`src/rtl/pp_dma_pkg.sv`:
```
package pp_dma_pkg;

  typedef enum logic [2:0] {
    CFG_CUR_A = 3'd0,
    CFG_END_A = 3'd1,
    CFG_CUR_B = 3'd2,
    CFG_END_B = 3'd3,
    CFG_CTRL  = 3'd4
  } cfg_sel_e;

  localparam int UNIT_W  = 5;
  localparam int CTL_DIR = 5;
  localparam int CTL_EN  = 6;
  localparam int CTL_CLR = 7;

  // drop address bits below the unit size
  function automatic logic [31:0] unit_align(input logic [31:0] a,
                                             input logic [UNIT_W-1:0] sz);
    logic [31:0] m;
    m = {{(32-UNIT_W){1'b0}}, sz} - 32'd1;
    return a & ~m;
  endfunction

  function automatic logic [31:0] unit_next(input logic [31:0] a,
                                            input logic [UNIT_W-1:0] sz);
    return unit_align(a, sz) + {{(32-UNIT_W){1'b0}}, sz};
  endfunction

  // unit at address a is the final one of the buffer ending at e
  function automatic logic unit_last(input logic [31:0] a,
                                     input logic [31:0] e,
                                     input logic [UNIT_W-1:0] sz);
    return unit_align(a, sz) >= unit_align(e, sz);
  endfunction

endpackage

```
`src/rtl/pp_dma_regs.sv`:
```
module pp_dma_regs
  import pp_dma_pkg::*;
#(
  parameter int AW = 16
) (
  input  logic                    clk,
  input  logic                    rst_n,
  input  logic                    cfg_we,
  input  logic [2:0]              cfg_sel,
  input  logic [AW:0]             cfg_wdata,
  input  logic                    unit_done,
  input  logic                    done_sel,
  input  logic                    buf_last,
  input  logic                    stop_evt,
  output logic [1:0][AW-1:0]      cur_q,
  output logic [1:0][AW-1:0]      end_q,
  output logic [1:0]              stop_q,
  output logic [1:0]              valid_q,
  output logic                    ctl_en,
  output logic                    ctl_dir,
  output logic [UNIT_W-1:0]       ctl_size,
  output logic                    clr_pulse
);

  logic ctl_wr;
  assign ctl_wr    = cfg_we && (cfg_sel == CFG_CTRL);
  assign clr_pulse = ctl_wr && cfg_wdata[CTL_CLR];

  for (genvar b = 0; b < 2; b++) begin : g_buf
    localparam logic [2:0] SEL_CUR = 3'(2 * b);
    localparam logic [2:0] SEL_END = 3'(2 * b + 1);
    logic [AW-1:0] cur_next;
    logic          mine;
    assign cur_next = AW'(unit_next(32'(cur_q[b]), ctl_size));
    assign mine     = unit_done && (done_sel == 1'(b));

    always_ff @(posedge clk or negedge rst_n) begin
      if (!rst_n) begin
        cur_q[b]   <= '0;
        end_q[b]   <= '0;
        stop_q[b]  <= 1'b0;
        valid_q[b] <= 1'b0;
      end else if (clr_pulse) begin
        valid_q[b] <= 1'b0;
      end else begin
        if (mine) begin
          cur_q[b] <= cur_next;
          if (buf_last) valid_q[b] <= 1'b0;
        end
        if (cfg_we && cfg_sel == SEL_CUR) cur_q[b] <= cfg_wdata[AW-1:0];
        if (cfg_we && cfg_sel == SEL_END) begin
          end_q[b]   <= cfg_wdata[AW-1:0];
          stop_q[b]  <= cfg_wdata[AW];
          valid_q[b] <= 1'b1;
        end
      end
    end
  end

  always_ff @(posedge clk or negedge rst_n) begin
    if (!rst_n) begin
      ctl_en   <= 1'b0;
      ctl_dir  <= 1'b0;
      ctl_size <= UNIT_W'(1);
    end else if (ctl_wr) begin
      ctl_size <= cfg_wdata[UNIT_W-1:0];
      ctl_dir  <= cfg_wdata[CTL_DIR];
      ctl_en   <= cfg_wdata[CTL_EN] && !cfg_wdata[CTL_CLR];
    end else if (stop_evt) begin
      ctl_en <= 1'b0;
    end
  end

  // a clear leaves both buffers empty and the channel off
  assert_clear_idle_R2: assert property (@(posedge clk) disable iff (!rst_n)
    clr_pulse |=> (valid_q == 2'b00) && !ctl_en);

  // the stop event turns the channel off unless software rewrites control
  assert_stop_disables_R9: assert property (@(posedge clk) disable iff (!rst_n)
    stop_evt && !ctl_wr |=> !ctl_en);

endmodule

```
`src/rtl/pp_dma_seq.sv`:
```
module pp_dma_seq
  import pp_dma_pkg::*;
#(
  parameter int AW = 16
) (
  input  logic                clk,
  input  logic                rst_n,
  input  logic                clr,
  input  logic                ctl_en,
  input  logic [UNIT_W-1:0]   ctl_size,
  input  logic [1:0][AW-1:0]  cur_q,
  input  logic [1:0][AW-1:0]  end_q,
  input  logic [1:0]          stop_q,
  input  logic [1:0]          valid_q,
  input  logic                per_req,
  input  logic                mem_ack,
  output logic                per_grant,
  output logic                mem_req,
  output logic [AW-1:0]       mem_addr,
  output logic                unit_done,
  output logic                buf_last,
  output logic                stop_evt,
  output logic                sel_q
);

  logic busy_q;

  assign per_grant = ctl_en && valid_q[sel_q] && per_req && !busy_q;
  assign mem_req   = busy_q;
  assign mem_addr  = AW'(unit_align(32'(cur_q[sel_q]), ctl_size));
  assign unit_done = busy_q && mem_ack;
  assign buf_last  = unit_done &&
                     unit_last(32'(cur_q[sel_q]), 32'(end_q[sel_q]), ctl_size);
  assign stop_evt  = buf_last && stop_q[sel_q];

  always_ff @(posedge clk or negedge rst_n) begin
    if (!rst_n) begin
      busy_q <= 1'b0;
      sel_q  <= 1'b0;
    end else if (clr) begin
      busy_q <= 1'b0;
      sel_q  <= 1'b0;
    end else begin
      if (per_grant)      busy_q <= 1'b1;
      else if (unit_done) busy_q <= 1'b0;
      if (buf_last && !stop_q[sel_q]) sel_q <= ~sel_q;
    end
  end

  // address held while the memory side has not answered
  assert_addr_hold_R3: assert property (@(posedge clk) disable iff (!rst_n)
    mem_req && !mem_ack && !clr |=> mem_req && $stable(mem_addr));

  // every issued address is aligned to the unit
  assert_aligned_R4: assert property (@(posedge clk) disable iff (!rst_n)
    mem_req |-> ((32'(mem_addr) & ({27'b0, ctl_size} - 32'd1)) == 32'd0));

  // a request in flight always belongs to a valid buffer
  assert_req_valid_R6: assert property (@(posedge clk) disable iff (!rst_n)
    mem_req |-> valid_q[sel_q]);

  // completing a buffer without stop hands over to the other one
  assert_swap_R5: assert property (@(posedge clk) disable iff (!rst_n)
    buf_last && !stop_q[sel_q] && !clr |=> sel_q != $past(sel_q));

endmodule

```
`src/rtl/pp_dma_chan.sv`:
```
module pp_dma_chan
  import pp_dma_pkg::*;
#(
  parameter int AW = 16
) (
  input  logic          clk,
  input  logic          rst_n,
  input  logic          cfg_we,
  input  logic [2:0]    cfg_sel,
  input  logic [AW:0]   cfg_wdata,
  input  logic          per_req,
  output logic          per_grant,
  output logic          mem_req,
  input  logic          mem_ack,
  output logic [AW-1:0] mem_addr,
  output logic          mem_write,
  output logic          stat_overrun,
  output logic          stat_irq,
  output logic          stat_sel
);

  logic [1:0][AW-1:0]  cur_q;
  logic [1:0][AW-1:0]  end_q;
  logic [1:0]          stop_q;
  logic [1:0]          valid_q;
  logic                ctl_en;
  logic                ctl_dir;
  logic [UNIT_W-1:0]   ctl_size;
  logic                clr_pulse;
  logic                unit_done;
  logic                buf_last;
  logic                stop_evt;
  logic                sel_q;

  pp_dma_regs #(.AW(AW)) regs_i (
    .clk(clk), .rst_n(rst_n),
    .cfg_we(cfg_we), .cfg_sel(cfg_sel), .cfg_wdata(cfg_wdata),
    .unit_done(unit_done), .done_sel(sel_q), .buf_last(buf_last),
    .stop_evt(stop_evt),
    .cur_q(cur_q), .end_q(end_q), .stop_q(stop_q), .valid_q(valid_q),
    .ctl_en(ctl_en), .ctl_dir(ctl_dir), .ctl_size(ctl_size),
    .clr_pulse(clr_pulse)
  );

  pp_dma_seq #(.AW(AW)) seq_i (
    .clk(clk), .rst_n(rst_n), .clr(clr_pulse),
    .ctl_en(ctl_en), .ctl_size(ctl_size),
    .cur_q(cur_q), .end_q(end_q), .stop_q(stop_q), .valid_q(valid_q),
    .per_req(per_req), .mem_ack(mem_ack),
    .per_grant(per_grant), .mem_req(mem_req), .mem_addr(mem_addr),
    .unit_done(unit_done), .buf_last(buf_last), .stop_evt(stop_evt),
    .sel_q(sel_q)
  );

  assign mem_write    = ctl_dir;
  assign stat_sel     = sel_q;
  assign stat_overrun = !valid_q[sel_q];
  assign stat_irq     = ctl_en && !valid_q[~sel_q];

  // a new request never starts while the channel is off
  assert_no_req_disabled_R11: assert property (@(posedge clk) disable iff (!rst_n)
    !mem_req && !ctl_en |=> !mem_req);

  // once the stop buffer has finished, the interrupt line is quiet
  assert_stop_quiet_R9: assert property (@(posedge clk) disable iff (!rst_n)
    stop_evt && !(cfg_we && cfg_sel == CFG_CTRL) |=> !stat_irq);

endmodule

```
`config.mk`:
```
export PLATFORM = sky130hd
export DESIGN_NAME = pp_dma_chan
export DESIGN_NICKNAME = d
export VERILOG_FILES = /design/src/rtl/pp_dma_pkg.sv /design/src/rtl/pp_dma_regs.sv /design/src/rtl/pp_dma_seq.sv /design/src/rtl/pp_dma_chan.sv
export SDC_FILE = /design/constraint.sdc
export NUM_CORES = 1
export LEC_CHECK = 0
export ABC_AREA = 1
export BUFFER_PORTS_ARGS = -buffer_cell sky130_fd_sc_hd__buf_2
export CAP_MARGIN = 20
export CORE_ASPECT_RATIO = 2
export CORE_UTILIZATION = 49
export DETAILED_ROUTE_END_ITERATION = 10
export PLACE_DENSITY = 0.67
export SLEW_MARGIN = 20
export SYNTH_ARGS = -nofsm -noshare
export SYNTH_HDL_FRONTEND = slang
export SYNTH_SLANG_ARGS = --single-unit
```
`constraint.sdc`:
```
create_clock -name clk -period 2.6 [get_ports clk]
set_clock_uncertainty 0.2 [all_clocks]
set_input_delay 0.13 -clock clk [delete_from_list [all_inputs] [get_ports clk]]
set_output_delay 0.13 -clock clk [all_outputs]
set_load 0.01 [all_outputs]
```
# Word-level counts from Yosys, hierarchy flattened
# Cells that the tools add are included.
totals:
  register_bits: 77
  inputBits: 25
  output_inout_bits: 22
  wordCells: 96
op_classes:
  n_addsub: 3
  order_cmp: 3
  n_eq_ne: 4
  muxes: 28
  bitwise: 7
  reduce_logical: 38
op_table:
  columns: ["op", "n"]
  rows:
  - ["two-way mux 16 bit", 8]
  - ["AND 16 x 32 -> 32 bit", 2]
  - ["adder 16 x 5 -> 16 bit", 2]
  - ["AND 16 bit", 2]
  - ["greater-or-equal comparator 32 bit", 1]
  - ["NOT 32 bit", 1]
  - ["two-way mux 1 bit", 20]
  - ["logical AND 1 bit", 17]
  - ["nonzero test 3 bit", 5]
  - ["AND reduction 2 bit", 6]
  - ["nonzero test 2 bit", 4]
  - ["== test 3 x 2 -> 1 bit, second input constant", 2]
  - ["subtractor 5 x 1 -> 6 bit, second input constant", 1]
  - ["logical NOT 1 bit", 5]
  - ["less-than comparator 1 x 2 -> 1 bit, second input constant", 2]
  - ["== test 3 x 1 -> 1 bit, second input constant", 1]
  - ["== test 3 bit, second input constant", 1]
  - ["logical NOT 3 bit", 1]
  - ["NOT 1 bit", 2]

# Logic depth before layout (Yosys ltp)
# Gate-level depths: netlist of the first run.
depth:
  ltp_word: 9
  depth_mapped: 19
  ltp_nobuf: 17

# By module
# A second synthesis of the first run with hierarchy kept.
hier_totals:
  hier_cells: 869
  area_unflattened_um2: 5704.2
modules_own_cells:
  columns: ["module", "instances", "cells_each", "area_per_inst_um2", "seq_area_each_um2"]
  rows:
  - ["pp_dma_regs", 1, 640, 4491.8, 1878.1]
  - ["pp_dma_seq", 1, 222, 1184.9, 50.0]
  - ["pp_dma_chan", 1, 7, 27.5, 0.0]

# Worst setup path before layout of the first run
# No wires, ideal clock.
synth_path:
  kind: "register to register"
  startpoint: "reg regs_i.ctl_size[0]"
  endpoint: "reg seq_i.sel_q"
  setup_time_ps: 120
  arrival_time_ps: 2549
  required_time_ps: 2280
  path_slack_ps: -269
  stages_incl_launch_ff: 20
  path_buffers: 2
  synth_period_minus_slack_ps: 2869
  path_cell_list: "dfstp_2 > inv_2 > buf_6 > ha_1 > buf_2 > xnor2_1 > a21boi_0 > ha_1 > nand2_1 > inv_1 > nand2_1 > nand2_1 > nand2_1 > nand2_1 > nand2_1 > nand3_1 > nand3_1 > nand2_1 > inv_1 > nor2_1"
synth_between:
  elab_chain_cells: 7
  word_cells_on_any_way: 8
  cone_classes: "1 x add/sub; 1 x order compare; 3 x bitwise; 3 x reduce/logical"
synth_rtl:
  columns: ["item", "line_no", "text"]
  rows:
  - ["start, declared", "pp_dma_regs.sv:21", "output logic [UNIT_W-1:0] ctl_size,"]
  - ["start signal, assigned", "pp_dma_regs.sv:66", "ctl_size <= cfg_wdata[UNIT_W-1:0];"]
  - ["subtractor 5 x 1 -> 6 bit", null, null]
  - ["NOT 32 bit", "pp_dma_pkg.sv:21", "return a & ~m;"]
  - ["AND 16 x 32 -> 32 bit", null, null]
  - ["named net mem_addr[2]", "pp_dma_chan.sv:15", "output logic [AW-1:0] mem_addr,"]
  - ["greater-or-equal comparator 32 bit", "pp_dma_pkg.sv:33", "return unit_align(a, sz) >= unit_align(e, sz);"]
  - ["logical AND 1 bit", "pp_dma_seq.sv:32", "assign buf_last = unit_done &&"]
  - ["logical AND 1 bit", "pp_dma_seq.sv:46", "if (buf_last && !stop_q[sel_q]) sel_q <= ~sel_q;"]
  - ["nonzero test 2 bit (no source line)", null, null]
  - ["end signal, assigned", "pp_dma_seq.sv:46", null]
  - ["end, declared", "pp_dma_seq.sv:23", "output logic sel_q"]
# The timed path passes the listed nets, and every way through them passes these cells.
# A chain may end at the register's enable or synchronous reset.

# Worst setup path after layout of the first run
layout_path:
  startpoint: "reg regs_i.ctl_size[1]"
  endpoint: "reg seq_i.sel_q"
layout_between:
  elab_chain_cells: 7
  word_cells_on_any_way: 8
  cone_classes: "1 x add/sub; 1 x order compare; 3 x bitwise; 3 x reduce/logical"
layout_rtl:
  columns: ["item", "line_no", "text"]
  rows:
  - ["subtractor 5 x 1 -> 6 bit *", "pp_dma_pkg.sv:20", "m = {{(32-UNIT_W){1'b0}}, sz} - 32'd1;"]
  - ["NOT 32 bit *", "pp_dma_pkg.sv:21", null]
  - ["AND 16 x 32 -> 32 bit", null, null]
  - ["greater-or-equal comparator 32 bit *", "pp_dma_pkg.sv:33", null]
  - ["logical AND 1 bit *", "pp_dma_seq.sv:32", null]
  - ["logical AND 1 bit *", "pp_dma_seq.sv:46", null]
  - ["nonzero test 2 bit (no source line) *", null, null]
# Mark *: on every way between the ends. The rest lies on a longest branch, timed or not.

==> PnR_summary.wiki, run 1 <==
{| class="wikitable"
! Metric !! Value
|-
| Area delta synth->final || 24.3%
|-
| Vias in the first global route || 6007
|-
| Setup repair after global routing missed its margin || true
|-
| Fin crit period || 2.58 ns
|-
| CTS tree || yes
|-
| Synthesized netlist net count || 888
|-
| Crit end category || flop
|-
| Die extent in x || 77.4 microns
|-
| Routed wire length || 18100 microns
|-
| Clock buffer depth || 2
|-
| Dominant cell by count in the synthesized netlist || sky130_fd_sc_hd__nand2_1
|-
| Number of clock sinks || 77
|-
| Full die area || 0.0118 sq mm
|-
| Die Ht || roughly 150 microns
|-
| Async set-or-reset flop fraction in the synthesized netlist || 100%
|-
| Largest cells by area after synthesis || sky130_fd_sc_hd__dfrtp_1, sky130_fd_sc_hd__nand2_1, sky130_fd_sc_hd__nand3_1
|-
| Ant. Diodes || 0
|-
| Startpoint Class || flop
|-
| Maximum number of pins on one net before global-route repair || ~80
|-
| Number of standard-cell rows in the floorplan || 54
|-
| Max FO, Critical Path || 5
|-
| Predominant post-synthesis flop cell || sky130_fd_sc_hd__dfrtp_1
|-
| Insertion delay of the later-clocked pin in the worst-skew pair || roughly 0.34 ns
|-
| Count of input and output buffers || 46
|-
| Top-level I/O count || 47
|-
| Aggregate global routing overflow || 0
|-
| Delay contributed by the slowest stage of the critical path || about 0.43 ns
|-
| Seq cells post-synth || 77
|-
| Remaining design rule violation count || 0
|-
| CTS Root Buffer Type || sky130_fd_sc_hd__clkbuf_16
|-
| PD cells || 1070 mW/mm^2
|-
| Placer Congestion || about 1
|-
| Cell area after synthesis || 0.00557 sq mm
|-
| Buffers and inverters on the worst path || 2
|-
| Half-perimeter wire length after detailed placement || 13200 microns
|-
| Setup total negative slack || 0 ns
|-
| Final Cell Area || 0.00693 sq mm
|-
| End-of-flow core utilization || 62.9%
|-
| Max-slew violation count || 0
|-
| Critical path, cell by cell || nor2_4 > buf_6 > nand2_2 > xor2_2 > a21o_1 > ha_1 > nand2_1 > inv_1 > nand3_1 > nor3_2 > nand2_1 > nand3_2 > nand2_1 > o21ai_1 > nor2_1
|-
| Antenna violations before repair || 0
|-
| Top Family by Delay on Critical Path || simple AND/OR/NAND/NOR gates
|-
| Via count || just under 6000
|-
| Mapped Avg Cell Area || 6.60 sq um
|-
| Synthesized netlist cell count || 844
|-
| Clock buffers created by TritonCTS || 9
|-
| Fraction of layout instances using a drive strength above 1 || 20.3%
|-
| Share of synthesized area occupied by flip-flops and latches || 34.6%
|-
| Number of hold-slack violations in the final timing report || 1
|-
| Outcome || finished with violations
|-
| Total core area || 0.0110 sq mm
|-
| Fraction of post-synthesis cell area in the top cell type by area || 34.1%
|-
| Period Utilization, post-route || roughly 100%
|-
| Tightest slew margin relative to the limit || 51.5%
|-
| Netlist cell types || 41
|-
| Type of the worst min-delay path || primary input to flop
|-
| Nets || 983
|-
| Via-per-instance ratio || 5.49
|-
| Final setup vio count || 0
|-
| Ranking of synthesized cells by instance count || sky130_fd_sc_hd__nand2_1, sky130_fd_sc_hd__inv_1, sky130_fd_sc_hd__nand3_1
|-
| Least-Margin Pin Slew || 0.728 ns
|-
| Maximum level of the CTS H-tree || 3
|-
| Leakage || roughly 3.7 nW
|-
| Setup slack of the most critical reg-to-reg path || 0.02 ns
|-
| EDFF count, synth || 0
|-
| Worst-case setup margin in the final layout || 0.0219 ns
|-
| Classification of the worst setup path || flop to flop
|-
| Violated checks || negative hold slack
|-
| Place WS || -0.0699 ns
|-
| Detail Route Antenna Nets || 0
|-
| Minimum hold slack || -0.00738 ns
|-
| WP data required || 2.63 ns
|-
| 1st-iter DRT viols || 421
|-
| Clk slew on worst S/H paths || 0.07 ns
|-
| Filler cell count in the final layout || 1017
|-
| Yosys warning total || 0
|-
| Achievable clock frequency || 0.388 GHz
|-
| First drt pass iteration count || 5
|-
| Max stage delay cell, worst path || sky130_fd_sc_hd__dfrtp_1
|-
| Data arrival, critical path || 2.61 ns
|-
| Detailed-route wire length per cell || between 15 and 20 microns
|-
| Biggest area consumer among synthesized cells || sky130_fd_sc_hd__dfrtp_1
|-
| Total placed instance area || approximately 0.0061 sq mm
|-
| Max-capacitance violation count || 0
|-
| First-pass GRT wire length || 28700 microns
|-
| Total global routing track utilization || 31.6%
|-
| Initial core utilization || 50.6%
|-
| Maximum resistive drop on vdd || 0.605 mV
|-
| Cell mode on critical path || sky130_fd_sc_hd__nand2_1
|}
[kinds of logic after synthesis]
logic type / Yosys count / share of synthesized area, %
DFF: 77 / 34.6
buffers and inverters: 136 / 10.1
and+or+nand+nor: 464 / 36.3
AOI/OAI and AO/OA: 142 / 13.8
xor gates and xnor gates: 6 / 0.943
adders and majority gates: 19 / 4.27
[power breakdown]
part	internal [W]	switching (W)	total (W)
logic	0.00170	0.00246	0.00416
clock network	0.000747	0.000544	0.00129
registers	0.00157	0.000420	0.00199
[worst paths after layout]
check | from | end | depth (start not counted)
worst max-delay path | regs_i.ctl_size[1] | seq_i.sel_q | 15
worst min-delay path | cfg_wdata[14] | regs_i.end_q[14] | 3
worst max register to register | regs_i.ctl_size[1] | seq_i.sel_q | 15
worst min register to register | regs_i.ctl_dir | regs_i.ctl_dir | 2
max in group asynchronous | rst_n | seq_i.sel_q | 2
min in group asynchronous | rst_n | regs_i.end_q[30] | 2
[repair_timing]
item | CTS | global route
gates resized for setup | 6 | 43
endpoints found under the setup margin | 3 | 8
setup buffers | 7 | 5
hold buffers | 18 | 0
pin swaps | 1 | 28
endpoints found under the hold margin | 115 | 0
gates cloned | 0 | 1
[per-stage QoR]
stage                     hold slack [ns]  total power, W  instances
after global routing              0.00353         0.00799       1083
after floorplan                    -0.366         0.00428        844
after CTS                         0.00134         0.00693       1077
final                            -0.00738         0.00744       1083
after detailed placement            0.170         0.00547       1037
after global placement              0.146         0.00535       1037
[tightest hold or removal path, stage by stage]
cell	delay [ns]
sky130_fd_sc_hd__buf_2	0.07
sky130_fd_sc_hd__inv_1	0.11
sky130_fd_sc_hd__o21ai_0	0.19
[layout by cell type, fill, tap and decap left out, types with 9 or more instances in the layout]
master,n
sky130_fd_sc_hd__o21ai_0,63
sky130_fd_sc_hd__inv_2,9
sky130_fd_sc_hd__dlygate4sd3_1,18
sky130_fd_sc_hd__nand2_2,16
sky130_fd_sc_hd__inv_1,93
sky130_fd_sc_hd__nor2_1,48
sky130_fd_sc_hd__nand3_1,77
sky130_fd_sc_hd__nor2_2,9
sky130_fd_sc_hd__buf_2,45
sky130_fd_sc_hd__dfrtp_1,75
sky130_fd_sc_hd__o211ai_1,10
sky130_fd_sc_hd__clkbuf_16,9
sky130_fd_sc_hd__buf_4,45
sky130_fd_sc_hd__o21ai_1,10
sky130_fd_sc_hd__nand2_1,278
sky130_fd_sc_hd__a21oi_1,43
sky130_fd_sc_hd__nand3_2,10
sky130_fd_sc_hd__ha_1,12
[metal layers]
metal / vias to the layer above / share of wire [%] / routed length (microns) / GRT usage [%]
li1: 2905 / - / - / -
met1: 2755 / 35 / 6350 / 31.5
met2: 185 / 51 / 9240 / 55.1
met3: 105 / 3.5 / 640 / 4.18
met4: 0 / 10 / 1880 / 29.4
met5: - / 0 / 0 / 0
[area by class of cell]
class | instances | area (sq um) | share of cell area [%]
clock buffers | 9 | 225 | 3.25
flip-flops and latches | 77 | 1930 | 27.9
repair buffers | 115 | 840 | 12.1
multi-input cells | 632 | 3290 | 47.4
inverters | 104 | 399 | 5.76
well taps | 140 | 175 | 2.53
clock inverters | 6 | 71.3 | 1.03
[registers in the layout, summed over array words and instances (netlist names), 2 cells and up]
register / count
regs_i.stop_q: 2
regs_i.ctl_size: 5
regs_i.cur_q: 32
regs_i.end_q: 32
regs_i.valid_q: 2
No activity file was read; power rests on OpenSTA's default activity.
==> run 2: changes to the inputs <==
--- a/config.mk
+++ b/config.mk
@@ -10,6 +10,8 @@
 export CAP_MARGIN = 20
 export CORE_ASPECT_RATIO = 2
 export CORE_UTILIZATION = 49
+export CTS_BUF_LIST = sky130_fd_sc_hd__clkbuf_4 sky130_fd_sc_hd__clkbuf_8
+export CTS_CLUSTER_DIAMETER = 200
 export DETAILED_ROUTE_END_ITERATION = 10
 export PLACE_DENSITY = 0.67
 export SLEW_MARGIN = 20
==> PnR_summary.wiki, run 2 (same netlist as run 1, synthesis figures left out) <==
{| class="wikitable"
! Metric !! Value
|-
| CTS tree || yes
|-
| Aggregate global routing overflow || 0
|-
| Max FO, Critical Path || 5
|-
| Critical register-to-register path startpoint || regs_i.ctl_size[1]
|-
| Top Family by Delay on Critical Path || simple AND/OR/NAND/NOR gates
|-
| Area delta synth->final || 23.6%
|-
| Critical path, cell by cell || nor2_4 > buf_6 > nand2_2 > xor2_2 > a211oi_2 > ha_1 > a21oi_1 > nand2_1 > nand2_1 > nand2_1 > nand2_1 > nand3_2 > nand2_1 > o21ai_1 > nor2_1
|-
| Max-slew violation count || 0
|-
| Number of standard-cell rows in the floorplan || 54
|-
| Data arrival, critical path || 2.70 ns
|-
| 1st-iter DRT viols || approximately 400
|-
| Routed length on met3 || 636 microns
|-
| Total core area || 0.0110 sq mm
|-
| Type of the worst min-delay path || primary input to flop
|-
| Place WS || -0.0699 ns
|-
| Outcome || finished with violations
|-
| Remaining design rule violation count || 0
|-
| Sum of routed wire segments on met1 || 6560 microns
|-
| Met2 routed WL || 9390 microns
|-
| Detail Route Antenna Nets || 0
|-
| Die extent in x || 77.4 microns
|-
| Delay contributed by the slowest stage of the critical path || ~0.43 ns
|-
| Maximum resistive drop on vdd || roughly 0.56 mV
|-
| Violated checks || negative hold slack
|-
| Maximum level of the CTS H-tree || 3
|-
| Max stage delay cell, worst path || sky130_fd_sc_hd__dfrtp_1
|-
| Least-Margin Pin Slew || 0.733 ns
|-
| Placer Congestion || 0.997
|-
| Worst-case setup margin in the final layout || 0.00744 ns
|-
| Clk slew on worst S/H paths || about 0.09 ns
|-
| Uppermost layer routed || met4
|-
| Half-perimeter wire length after detailed placement || 13200 microns
|-
| Setup slack of the most critical reg-to-reg path || 0.007 ns
|-
| Count of input and output buffers || 46
|-
| Setup repair after global routing missed its margin || true
|-
| Most common cell after layout, fill and taps aside || sky130_fd_sc_hd__nand2_1
|-
| Commonest non-fill, non-tap cells in the layout || sky130_fd_sc_hd__nand2_1, sky130_fd_sc_hd__inv_1, sky130_fd_sc_hd__nand3_1
|-
| R2R depth || 15
|-
| Leakage || 3.73 nW
|-
| Cell mode on critical path || sky130_fd_sc_hd__nand2_1
|-
| Setup total negative slack || 0 ns
|-
| Period Utilization, post-route || 99.7%
|-
| Detailed-route wire length per cell || 16.7 microns
|-
| Full die area || 0.0118 sq mm
|-
| Final setup vio count || 0
|-
| Placed cell count || around 1000
|-
| Maximum number of pins on one net before global-route repair || 78
|-
| Number of clock sinks || 77
|-
| Worst hold path endpoint || regs_i.end_q[7]
|-
| FF-to-FF End || seq_i.sel_q
|-
| Clock buffer depth || 2
|-
| Initial core utilization || 50.6%
|-
| Insertion delay of the later-clocked pin in the worst-skew pair || between 0.3 and 0.4 ns
|-
| Number of stages on the worst hold path || 3
|-
| First-pass GRT wire length || between 20000 and 30000 microns
|-
| CTS Root Buffer Type || sky130_fd_sc_hd__clkbuf_8
|-
| Ant. Diodes || 0
|-
| Top Registers || regs_i.cur_q (32), regs_i.end_q (32), regs_i.ctl_size (5)
|-
| Minimum hold slack || -0.00116 ns
|-
| Number of hold-slack violations in the final timing report || 1
|-
| Classification of the worst setup path || flop to flop
|-
| Max-capacitance violation count || 0
|-
| Start point of the worst min-delay path || cfg_wdata[7]
|-
| Via count || 5985
|-
| Fin crit period || 2.59 ns
|-
| Routed wire length || between 15000 and 20000 microns
|-
| PD cells || 1040 mW/mm^2
|-
| Vias in the first global route || about 6000
|-
| Fraction of layout instances using a drive strength above 1 || 20.3%
|-
| Antenna violations before repair || 0
|-
| Via-per-instance ratio || 5.50
|-
| Final non-filler cell total || 1088
|-
| First drt pass iteration count || 6
|-
| Nets || 988
|-
| Die Ht || 153 microns
|-
| Tightest slew margin relative to the limit || approximately half
|-
| Startpoint Class || flop
|-
| Top-level I/O count || 47
|-
| Clock buffers created by TritonCTS || 9
|-
| Crit end category || flop
|-
| Achievable clock frequency || roughly 0.39 GHz
|-
| Buffers and inverters on the worst path || 1
|-
| WP data required || 2.70 ns
|-
| Total global routing track utilization || around a third
|}
run 2: changes by cell type in the layout (fill, tap and decap cells not counted), sizes merged:
cell,before,now
dlygate4sd3,18,20
buf,97,100
run 2: repair_timing:
item	4_1_cts	5_1_grt
gates cloned	0	1
hold buffers	20	0
setup endpoints to repair	3	16
buffers inserted	7	8
pin swaps	1	26
gates resized for setup	6	45
endpoints found under the hold margin	125	0
run 2: final cells by class:
type,instances,area (sq um)
multi-input combinational,632,3310
tap,140,175
inverter,104,399
fill,1033,4120
clock buffer,9,124
timing repair buffer,120,882
clock inverter,6,71.3
sequential,77,1930
run 2: worst max path at each step:
stage                            start             to  slack (ns)  cells after the start
floorplan           regs_i.ctl_size[2]    seq_i.sel_q       -0.07                     16
global placement    regs_i.ctl_size[3]    seq_i.sel_q        0.04                     12
detailed placement  regs_i.ctl_size[0]  regs_i.ctl_en       -0.07                     12
CTS                        seq_i.sel_q  regs_i.ctl_en       0.003                     15
global route               seq_i.sel_q    seq_i.sel_q       -0.11                     17
finish              regs_i.ctl_size[1]    seq_i.sel_q       0.007                     15
run 2: layer usage:
metal  vias up  track usage (%)
li1       2902                -
met1      2800             32.2
met2       193             56.0
met3        90             4.06
met4         0             27.8
met5         -                0
run 2: per-stage QoR:
stage	utilization (%)	instance area (sq um)	total power [W]	hold slack (ns)
after global routing	62.6	6890	0.00768	0.00821
after global placement	55.6	6120	0.00535	0.146
after floorplan	-	5610	0.00428	-0.366
after CTS	60.0	6610	0.00659	0.00330
final	62.6	6890	0.00715	-0.00116
after detailed placement	55.6	6120	0.00547	0.170
run 2: worst register-to-register path: stages (launching register included):
cell and delay (ns):
sky130_fd_sc_hd__dfrtp_1 0.43, sky130_fd_sc_hd__nor2_4 0.18, sky130_fd_sc_hd__buf_6 0.14, sky130_fd_sc_hd__nand2_2 0.06, sky130_fd_sc_hd__xor2_2 0.16, sky130_fd_sc_hd__a211oi_2 0.27
sky130_fd_sc_hd__ha_1 0.29, sky130_fd_sc_hd__a21oi_1 0.15, sky130_fd_sc_hd__nand2_1 0.06, sky130_fd_sc_hd__nand2_1 0.06, sky130_fd_sc_hd__nand2_1 0.05, sky130_fd_sc_hd__nand2_1 0.06
sky130_fd_sc_hd__nand3_2 0.10, sky130_fd_sc_hd__nand2_1 0.11, sky130_fd_sc_hd__o21ai_1 0.06, sky130_fd_sc_hd__nor2_1 0.12
run 2: power breakdown:
group / internal (W) / leakage (nW) / total (W) / switching, W
logic: 0.00175 / 2.66 / 0.00421 / 0.00246
clock network: 0.000447 / 0.0923 / 0.000956 / 0.000510
registers: 0.00157 / 0.971 / 0.00199 / 0.000424
==> run 3: changes to the inputs <==
--- a/config.mk
+++ b/config.mk
@@ -5,7 +5,6 @@
 export SDC_FILE = /design/constraint.sdc
 export NUM_CORES = 1
 export LEC_CHECK = 0
-export ABC_AREA = 1
 export BUFFER_PORTS_ARGS = -buffer_cell sky130_fd_sc_hd__buf_2
 export CAP_MARGIN = 20
 export CORE_ASPECT_RATIO = 2
==> PnR_summary.wiki, run 3 <==
{| class="wikitable"
! Metric !! Value
|-
| Outcome || finished with violations
|-
| Violated checks || negative setup slack
|-
| Ant. Diodes || 0
|-
| Via count || 5083
|-
| Maximum resistive drop on vdd || 0.558 mV
|-
| Tightest slew margin relative to the limit || 56.6%
|-
| Startpoint Class || flop
|-
| Crit end category || flop
|-
| Fraction of layout instances using a drive strength above 1 || roughly 39%
|-
| Max FO, Critical Path || 8
|-
| Total placed instance area || 0.00628 sq mm
|-
| Delay contributed by the slowest stage of the critical path || 0.41 ns
|-
| Synthesized netlist cell count || approximately 550
|-
| Number of standard-cell rows in the floorplan || 52
|-
| Remaining design rule violation count || 0
|-
| Place WS || -0.301 ns
|-
| Share of synthesized area occupied by flip-flops and latches || a little under two fifths
|-
| Final Cell Area || 0.00688 sq mm
|-
| Seq cells post-synth || between 70 and 80
|-
| Data arrival, critical path || 2.85 ns
|-
| Via-per-instance ratio || 6.09
|-
| CTS tree || yes
|-
| Nets || approximately 740
|-
| Count of input and output buffers || 46
|-
| Clock buffer depth || 2
|-
| Vias in the first global route || 5181
|-
| Power share of the clock group || 11.9%
|-
| Antenna violations before repair || 0
|-
| Ranking of synthesized cells by instance count || sky130_fd_sc_hd__dfrtp_1, sky130_fd_sc_hd__nand2_1, sky130_fd_sc_hd__mux2_2
|-
| Setup repair after global routing missed its margin || true
|-
| Cell area after synthesis || 0.00512 sq mm
|-
| Fraction of post-synthesis cell area in the top cell type by area || a little under two fifths
|-
| Placed cell count || between 700 and 800
|-
| Die Ht || 147 microns
|-
| Detail Route Antenna Nets || 0
|-
| Detailed-route wire length per cell || 20.6 microns
|-
| Max stage delay cell, worst path || sky130_fd_sc_hd__or3_4
|-
| Maximum number of pins on one net before global-route repair || 44
|-
| Commonest non-fill, non-tap cells in the layout || sky130_fd_sc_hd__buf_4, sky130_fd_sc_hd__dfrtp_1, sky130_fd_sc_hd__nand2_1
|-
| Yosys warning total || 0
|-
| Achievable clock frequency || around 0.36 GHz
|-
| Netlist cell types || 64
|-
| Max-slew violation count || 0
|-
| Maximum level of the CTS H-tree || 3
|-
| Internal Dissipation || between 0.004 and 0.005 W
|-
| Overall power consumption || 0.00701 W
|-
| Largest cells by area after synthesis || sky130_fd_sc_hd__dfrtp_1, sky130_fd_sc_hd__mux2_2, sky130_fd_sc_hd__mux2i_1
|-
| Cell mode on critical path || sky130_fd_sc_hd__o21ai_1
|-
| Half-perimeter wire length after detailed placement || 12700 microns
|-
| Clk slew on worst S/H paths || 0.08 ns
|-
| Total global routing track utilization || 33.6%
|-
| Fin crit period || 2.76 ns
|-
| Top Family by Delay on Critical Path || compound AO/OA/AOI/OAI gates
|-
| Buffers and inverters on the worst path || 2
|-
| Mapped Avg Cell Area || between 9 and 10 sq um
|-
| Full die area || 0.0109 sq mm
|-
| Number of hold-slack violations in the final timing report || 0
|-
| Biggest area consumer among synthesized cells || sky130_fd_sc_hd__dfrtp_1
|-
| Max-capacitance violation count || 0
|-
| Insertion delay of the later-clocked pin in the worst-skew pair || 0.36 ns
|-
| Total core area || 0.0101 sq mm
|-
| Top Registers || regs_i.cur_q (32), regs_i.end_q (32), regs_i.ctl_size (5)
|-
| EDFF count, synth || 0
|-
| Placer Congestion || 0.954
|-
| Period Utilization, post-route || 106%
|-
| 1st-iter DRT viols || 395
|-
| Power share of the sequential group || 28.2%
|-
| First-pass GRT wire length || ~27000 microns
|-
| Fraction of power spent switching nets || 42.2%
|-
| Leakage || 2.99 nW
|-
| Top-level I/O count || 47
|-
| Setup total negative slack || -0.595 ns
|-
| Relative contribution of combinational cells to total power || 60.0%
|-
| PD cells || 1020 mW/mm^2
|-
| Synthesized netlist net count || 598
|-
| WP data required || 2.69 ns
|-
| First drt pass iteration count || 5
|-
| Worst-case setup margin in the final layout || -0.160 ns
|-
| Switching power summed over all nets || 0.00295 W
|-
| Dominant cell by count in the synthesized netlist || sky130_fd_sc_hd__dfrtp_1
|-
| Critical path, cell by cell || or3_4 > nor3_4 > buf_12 > buf_4 > nor2_1 > ha_1 > a21oi_1 > o21a_1 > o22ai_2 > a21oi_2 > o21ai_1 > o21ai_1
|-
| Filler cell count in the final layout || 852
|-
| Least-Margin Pin Slew || around 0.65 ns
|-
| Predominant post-synthesis flop cell || sky130_fd_sc_hd__dfrtp_1
|-
| Async set-or-reset flop fraction in the synthesized netlist || 100%
|-
| Most common cell after layout, fill and taps aside || sky130_fd_sc_hd__buf_4
|-
| CTS Root Buffer Type || sky130_fd_sc_hd__clkbuf_8
|-
| Type of the worst min-delay path || primary input to flop
|-
| Area delta synth->final || 34.5%
|-
| Initial core utilization || between 50% and 60%
|-
| Clock buffers created by TritonCTS || 9
|-
| Final non-filler cell total || 834
|-
| Routed wire length || 17200 microns
|-
| Final setup vio count || 7
|-
| Number of clock sinks || 77
|-
| Die extent in x || 74.3 microns
|-
| Aggregate global routing overflow || 0
|-
| Classification of the worst setup path || flop to flop
|}
run 3: changes by cell type in the layout (fill, tap and decap cells not counted), sizes merged, moves of 20 or more:
cell and change:
nand2 -240, nand3 -64, o21ai -48, mux2 +52, inv -96, nor2 -20
buf +40, mux2i +25
run 3: layout make-up:
| class | instances | area [sq um] | area share, % |
|---|---|---|---|
| Multi-Input combinational cell | 438 | 3390 | 49.3 |
| Tap cell | 135 | 169 | 2.45 |
| Timing Repair Buffer | 160 | 1190 | 17.2 |
| Sequential cell | 77 | 1930 | 28.0 |
| Clock inverter | 4 | 25.0 | 0.364 |
| Inverter | 9 | 33.8 | 0.491 |
| Clock buffer | 11 | 145 | 2.11 |
run 3: logic make-up after synthesis:
group           synth area share (%)
mux                             16.3
fa+ha+maj                       4.65
xor+xnor                        1.37
simple gates                    19.8
compound gates                  17.1
buf+inv                         3.06
flops                           37.7
run 3: what timing repair did:
item,CTS,global route
pin swaps,20,16
buffers inserted,7,3
endpoints found under the hold margin,109,0
hold buffers,20,0
resized for setup,13,25
endpoints found under the setup margin,10,25
run 3: metal layers:
layer	wire [microns]	global-route usage (%)	part of all wire, %	vias to the layer above
li1	-	-	-	2352
met1	6080	35.4	35	2475
met2	9190	59.4	53	182
met3	530	3.52	3.1	74
met4	1390	23.4	8.1	0
met5	0	0	0	-
run 3: final timing paths:
kind / startpoint / endpoint / slack [ns] / depth (start not counted)
setup / recovery: regs_i.ctl_size[0] / regs_i.ctl_en / -0.16 / 12
hold / removal: cfg_sel[0] / regs_i.ctl_size[0] / 0.08 / 5
setup reg to reg: regs_i.ctl_size[0] / regs_i.ctl_en / -0.16 / 12
hold reg to reg: regs_i.end_q[27] / regs_i.end_q[27] / 0.31 / 1
max in group asynchronous: rst_n / regs_i.ctl_size[0] / 1.41 / 3
min in group asynchronous: rst_n / regs_i.cur_q[13] / 0.11 / 2
run 3: worst reg2reg max path: cells and delay by family, from the launching register on:
family,cells,cell delay [ns]
AOI/OAI and AO/OA,6,0.82
adders and majority gates,1,0.32
buffers and inverters,2,0.31
DFF,1,0.39
and+or+nand+nor,3,0.65
run 3: stage by stage:
| step | utilization [%] | hold WS [ns] |
|---|---|---|
| 2_1_floorplan | - | -0.366 |
| 3_3_place_gp | 61.8 | -0.0397 |
| 3_5_place_dp | 61.8 | -0.0342 |
| 4_1_cts | 66.7 | 0.0761 |
| 5_1_grt | 67.8 | 0.125 |
| 6_report | 67.8 | 0.0825 |
run 3: power groups by stage:
| stage | Sequential, W | Combinational [W] | Clock, W |
|---|---|---|---|
| floorplan | 0.00182 | 0.00243 | 0 |
| global placement | 0.00195 | 0.00365 | 0 |
| detailed placement | 0.00198 | 0.00378 | 0 |
| CTS | 0.00195 | 0.00401 | 0.000841 |
| global route | 0.00202 | 0.00458 | 0.000906 |
| finish | 0.00197 | 0.00420 | 0.000831 |
